`config.mk`:
```
export PLATFORM = sky130hd
export DESIGN_NAME = msf_assembler
export DESIGN_NICKNAME = d
export VERILOG_FILES = /design/src/rtl/msf_pkg.sv /design/src/rtl/therm_count.sv /design/src/rtl/code_merge.sv /design/src/rtl/msf_assembler.sv
export SDC_FILE = /design/constraint.sdc
export NUM_CORES = 1
export LEC_CHECK = 0
export BUFFER_PORTS_ARGS = -buffer_cell sky130_fd_sc_hd__buf_2
export CAP_MARGIN = 25
export CELL_PAD_IN_SITES_DETAIL_PLACEMENT = 0
export CELL_PAD_IN_SITES_GLOBAL_PLACEMENT = 1
export CORE_MARGIN = 2
export CORE_UTILIZATION = 40
export CTS_CLUSTER_SIZE = 8
export DETAILED_ROUTE_END_ITERATION = 10
export HOLD_SLACK_MARGIN = 0.03
export PLACE_DENSITY_LB_ADDON = 0.1
export SETUP_SLACK_MARGIN = 0.5
export SYNTH_ARGS = -nofsm -noshare
export SYNTH_HDL_FRONTEND = slang
export SYNTH_SLANG_ARGS = --single-unit
```
`constraint.sdc`:
```
create_clock -name clk -period 2.7 [get_ports clk]
set_clock_uncertainty 0.15 [all_clocks]
set_input_delay 0 -clock clk [delete_from_list [all_inputs] [get_ports clk]]
set_output_delay 0 -clock clk [all_outputs]
set_load 0.02 [all_outputs]
```
`src/rtl/msf_pkg.sv`:
```
package msf_pkg;
  typedef enum logic [1:0] {
    PH_IDLE = 2'd0,
    PH_EST  = 2'd1,
    PH_MSB  = 2'd2,
    PH_LSB  = 2'd3
  } phase_t;
endpackage

```
`src/rtl/therm_count.sv`:
```
module therm_count #(
  parameter int W = 8,
  localparam int CW = $clog2(W + 1)
) (
  input  logic [W-1:0]  word,
  output logic [CW-1:0] ones,
  output logic          bubble
);
  logic [W:0] mask;

  always_comb begin
    ones = '0;
    for (int i = 0; i < W; i++) begin
      ones = ones + CW'(word[i]);
    end
  end

  // a legal thermometer word is exactly a run of ones from bit 0
  assign mask   = ({{W{1'b0}}, 1'b1} << ones) - 1'b1;
  assign bubble = (mask[W-1:0] != word);
endmodule

```
`src/rtl/code_merge.sv`:
```
module code_merge #(
  parameter int EST_W   = 6,
  parameter int FLASH_W = 8,
  parameter int OUT_W   = 8,
  parameter int SUB_W   = 2,
  localparam int ECW    = $clog2(EST_W + 1),
  localparam int FCW    = $clog2(FLASH_W + 1),
  localparam int LOW_W  = (OUT_W - SUB_W) / 2,
  localparam int MID_W  = OUT_W - SUB_W - LOW_W,
  localparam int HALF   = FLASH_W / 2,
  localparam int SUB_MAX = (1 << SUB_W) - 1,
  localparam int LOW_MAX = (1 << LOW_W) - 1
) (
  input  logic [ECW-1:0]   est_ones,
  input  logic [FCW-1:0]   msb_ones,
  input  logic [FCW-1:0]   lsb_ones,
  input  logic             ovf,
  output logic [OUT_W-1:0] code
);
  int sub_raw;
  int sub_fix;
  int mid;
  int low;

  always_comb begin
    sub_raw = int'(est_ones) - 1;
    if (int'(msb_ones) < HALF) begin
      sub_fix = sub_raw - 1;
      mid     = int'(msb_ones) + HALF;
    end else begin
      sub_fix = sub_raw;
      mid     = int'(msb_ones) - HALF;
    end
    low = (int'(lsb_ones) > LOW_MAX) ? LOW_MAX : int'(lsb_ones);
    if (ovf)                  code = '1;
    else if (sub_fix < 0)     code = '0;
    else if (sub_fix > SUB_MAX) code = '1;
    else code = OUT_W'((sub_fix << (MID_W + LOW_W)) + (mid << LOW_W) + low);
  end
endmodule

```
`src/rtl/msf_assembler.sv`:
```
module msf_assembler
  import msf_pkg::*;
#(
  parameter int EST_W   = 6,
  parameter int FLASH_W = 8,
  parameter int OUT_W   = 8,
  parameter int SUB_W   = 2
) (
  input  logic               clk,
  input  logic               rst_n,
  input  logic               start,
  input  logic               est_valid,
  output logic               est_ready,
  input  logic [EST_W-1:0]   est_word,
  input  logic               msb_valid,
  output logic               msb_ready,
  input  logic [FLASH_W-1:0] msb_word,
  input  logic               lsb_valid,
  output logic               lsb_ready,
  input  logic [FLASH_W-1:0] lsb_word,
  input  logic               ovf_in,
  output logic [SUB_W-1:0]   range_sel,
  output logic               done,
  output logic [OUT_W-1:0]   result,
  output logic               ovf_out,
  output logic               bubble_err
);
  localparam int ECW     = $clog2(EST_W + 1);
  localparam int FCW     = $clog2(FLASH_W + 1);
  localparam int SUB_MAX = (1 << SUB_W) - 1;

  phase_t           phase;
  logic [ECW-1:0]   est_ones, est_q;
  logic [FCW-1:0]   msb_ones, msb_q, lsb_ones;
  logic             est_bub, msb_bub, lsb_bub;
  logic [OUT_W-1:0] merged;
  logic [SUB_W-1:0] sel_next;

  therm_count #(.W(EST_W))   u_est (.word(est_word), .ones(est_ones), .bubble(est_bub));
  therm_count #(.W(FLASH_W)) u_msb (.word(msb_word), .ones(msb_ones), .bubble(msb_bub));
  therm_count #(.W(FLASH_W)) u_lsb (.word(lsb_word), .ones(lsb_ones), .bubble(lsb_bub));

  code_merge #(.EST_W(EST_W), .FLASH_W(FLASH_W), .OUT_W(OUT_W), .SUB_W(SUB_W)) u_merge (
    .est_ones(est_q), .msb_ones(msb_q), .lsb_ones(lsb_ones), .ovf(ovf_in), .code(merged)
  );

  always_comb begin
    if (est_ones == '0)                  sel_next = '0;
    else if (int'(est_ones) - 1 > SUB_MAX) sel_next = SUB_W'(SUB_MAX);
    else                                 sel_next = SUB_W'(int'(est_ones) - 1);
  end

  assign est_ready = (phase == PH_EST);
  assign msb_ready = (phase == PH_MSB);
  assign lsb_ready = (phase == PH_LSB);

  always_ff @(posedge clk or negedge rst_n) begin
    if (!rst_n) begin
      phase      <= PH_IDLE;
      est_q      <= '0;
      msb_q      <= '0;
      range_sel  <= '0;
      done       <= 1'b0;
      result     <= '0;
      ovf_out    <= 1'b0;
      bubble_err <= 1'b0;
    end else begin
      done <= 1'b0;
      unique case (phase)
        PH_IDLE: if (start) phase <= PH_EST;
        PH_EST: if (est_valid) begin
          est_q      <= est_ones;
          range_sel  <= sel_next;
          bubble_err <= bubble_err | est_bub;
          phase      <= PH_MSB;
        end
        PH_MSB: if (msb_valid) begin
          msb_q      <= msb_ones;
          bubble_err <= bubble_err | msb_bub;
          phase      <= PH_LSB;
        end
        PH_LSB: if (lsb_valid) begin
          result     <= merged;
          ovf_out    <= ovf_in;
          bubble_err <= bubble_err | lsb_bub;
          done       <= 1'b1;
          phase      <= PH_IDLE;
        end
        default: phase <= PH_IDLE;
      endcase
    end
  end
endmodule

```
==> results.yml <==
detailed_routing:
  first_pass_iters: 4
  ant_nets: 0
  wl_um: 5440
  vias: 2235
  wl_per_cell_um: 11.8
  vias_per_cell: 4.84
  drt_iter0_markers: 45
  drc_errors: 0
timing:
  fin_crit_sh_pct: 149
  finalHoldViolations: 0
  rsz0062_at_grt: "true"
  fin_ws_ns: -1.33
  whs_ns: 0.0614
  drv_slew: 0
  worst_pin_slew_ns: 0.503
  finalSetupViolations: 3
  tns_ns: -1.70
  slew_headroom_pct: 66.3
  min_period_ns: 4.03
  max_freq_ghz: 0.248
clock_network:
  clkSinkCount: 22
  htreeDepth: 1
  tritoncts: "yes"
  clk-insertion-delay-late_ns: 0.27
  cts_root_buffer: "clkbuf_8"
  ctsLongestPathBuffers: 2
  clk_pin_slew_ns: 0.08
  cts_made_buffers: 3
power:
  powerDensity_nw_per_um2: 859
  power_leakage_nw: 1.66
  vdd_drop_max_v: 0.000384
  p_total_mw: 3.00
placed_design:
  place_area_um2: 3090
  dp.cells: 442
  hpwl_um: 4320
  io_buffers: 44
  place_ws_ns: -1.74
  place.gp.congestion: 0.877
yosys:
  synth-seq-cells: 22
  syn_avg_cell_area_um2: 8.17
  synth-xor-area-share_pct: 7.68
  ys_types: 51
  syn_nets: 340
  synth-async-reset-ratio_pct: 100
  yosys_warnings: 0
  synth_fa_ha_area_share_pct: 22.4
  synth_sequential_area_ratio_pct: 24.3
  synth_compound_area_share_pct: 17.6
  synth.area.mux_share_pct: 0.442
  synthSimpleGateAreaFrac_pct: 20.2
  syn_inst: 277
  ys.flop_type: "dfrtp_1"
  synth_top_family_by_area: "adder cells"
  synth-edff-count: 0
  synth_area_um2: 2260
die:
  fp.coreArea_um2: 5470
  initial_utilization_pct: 41.4
  dieArea_um2: 6280
  fp-row-count: 27
  io_pins: 45
  die_w_um: 79.2
  fp.dieH_um: 79.2
run_status:
  status: "finished, violations left"
  violations: "negative setup slack"
setup_path:
  crit_path_max_incr_delay_ns: 0.55
  crit_required_ns: 2.71
  cp_cell_sequence: "buf_8, ha_4, inv_2, fa_1, fa_1, fa_2, fa_2, nand2_1, or3_1, ha_2, xnor2_2, nor3_2, nand4_1, a2111oi_4, nand4_1, a221o_1"
  arrival_ns: 4.04
  start_kind: "input port"
  end_kind: "flip-flop"
  path_class: "input port to flip-flop"
  cp_max_fo: 2
  slowest_stage: "fa_2"
finish:
  fin_cells: 462
  final_area_um2: 3490
  antennaDiodeCount: 0
  areaGrowthSynthToFinish_pct: 54.1
  drive_above_1_share_pct: 39.2
  layout.nets: 454
  utilization_pct: 63.7
global_route:
  grt_pass1_wl_um: 9600
  grt_pass1_vias: 2199
  grtUsageTotal_pct: 18.8
  antenna_found_initial: 0
  grt-ovfl-total: 0
  grt_max_degree: 23
hold_path:
  worstHoldPathType: "input port to flip-flop"
job:
  max_cap_viol_count: 0
logic make-up after synthesis:
| group | after synthesis |
|---|---|
| adder cells (fa/ha/maj) | 34 |
| AND/OR/NAND/NOR | 95 |
| AO/OA/AOI/OAI | 62 |
| multiplexers | 1 |
| buffers and inverters | 43 |
| other | 1 |
| flip-flops | 22 |
| XOR/XNOR | 19 |
synthesized netlist by cell type (2+ instances only):
cell / n / area (um2)
a21boi_0: 2 / 15.0
a21oi_1: 19 / 95.1
a221oi_1: 2 / 17.5
a311oi_1: 2 / 17.5
a31oi_1: 2 / 12.5
and2_1: 2 / 12.5
clkbuf_1: 4 / 15.0
dfrtp_1: 22 / 551
fa_1: 11 / 220
ha_1: 23 / 288
inv_1: 37 / 139
nand2_1: 36 / 135
nand2b_1: 6 / 37.5
nand3_1: 7 / 35.0
nand3b_1: 3 / 22.5
nand4_1: 4 / 25.0
nor2_1: 20 / 75.1
nor2b_1: 2 / 12.5
nor3_1: 6 / 30.0
o21a_1: 3 / 22.5
o21ai_0: 15 / 75.1
o21ai_1: 2 / 10.0
o22ai_1: 2 / 12.5
o31ai_1: 2 / 15.0
xnor2_1: 13 / 114
xor2_1: 5 / 43.8
final cells by class:
| class | count | area [um2] |
|---|---|---|
| Clock buffer | 4 | 55.1 |
| Tap cell | 72 | 90.1 |
| Timing Repair Buffer | 114 | 875 |
| Fill cell | 504 | 1980 |
| Multi-Input combinational cell | 212 | 1780 |
| Sequential cell | 22 | 551 |
| Inverter | 38 | 143 |
metal layers:
layer | GRT usage (%) | wire length (um) | vias up
met5 | 0 | 0 | -
met4 | 5.52 | 91 | 0
met3 | 1.93 | 148 | 9
met2 | 33.1 | 2700 | 36
met1 | 24.4 | 2500 | 1021
li1 | - | - | 1169
where the power goes:
part	internal (mW)	switching [mW]
combinational	1.09	1.11
clock	0.130	0.109
sequential	0.463	0.0951
state kept, by name (all words and copies together) (netlist names):
name	cells
ovf_out	1
phase	2
msb_q	4
bubble_err	1
est_q	3
range_sel	2
result	8
done	1
worst max-delay path: cells and delay by family:
kind | cells | cell delay, ns
adders and majority gates | 6 | 2.30
and+or+nand+nor | 5 | 0.81
buffers and inverters | 2 | 0.13
AOI/OAI and AO/OA | 2 | 0.65
xor gates and xnor gates | 1 | 0.15
what timing repair did:
action | in CTS | in global routing
hold buffers | 5 | 0
endpoints found under the setup margin | 9 | 9
hold endpoints to repair | 26 | 0
buffers inserted | 7 | 4
pin swaps | 8 | 3
resized for setup | 37 | 13
cloned | 0 | 0
final timing paths:
kind,startpoint,endpoint,slack (ns),cells past startpoint
max,msb_word[1],bubble_err$_DFFE_PN0P_,-1.33,16
min,msb_valid,msb_q[1]$_DFFE_PN0P_,0.06,3
max reg2reg,phase[0]$_DFFE_PN0P_,bubble_err$_DFFE_PN0P_,0.70,7
min reg2reg,est_q[1]$_DFFE_PN0P_,est_q[1]$_DFFE_PN0P_,0.34,2
max in group asynchronous,rst_n,msb_q[3]$_DFFE_PN0P_,2.00,2
min in group asynchronous,rst_n,result[1]$_DFFE_PN0P_,0.07,2
cells in the final DEF, fill, tap and decap left out, types with 6 or more instances in the layout:
| master | synthesis | layout |
|---|---|---|
| buf_4 | 0 | 48 |
| buf_2 | 0 | 38 |
| nand2_1 | 36 | 35 |
| inv_1 | 37 | 33 |
| dfrtp_1 | 22 | 22 |
| nor2_1 | 20 | 20 |
| buf_6 | 0 | 19 |
| a21oi_1 | 19 | 16 |
| ha_1 | 23 | 15 |
| xnor2_1 | 13 | 12 |
| o21ai_0 | 15 | 9 |
| nand3_1 | 7 | 7 |
| fa_2 | 0 | 6 |
| ha_4 | 0 | 6 |
Note: power is estimated with default switching activity, not from simulation.
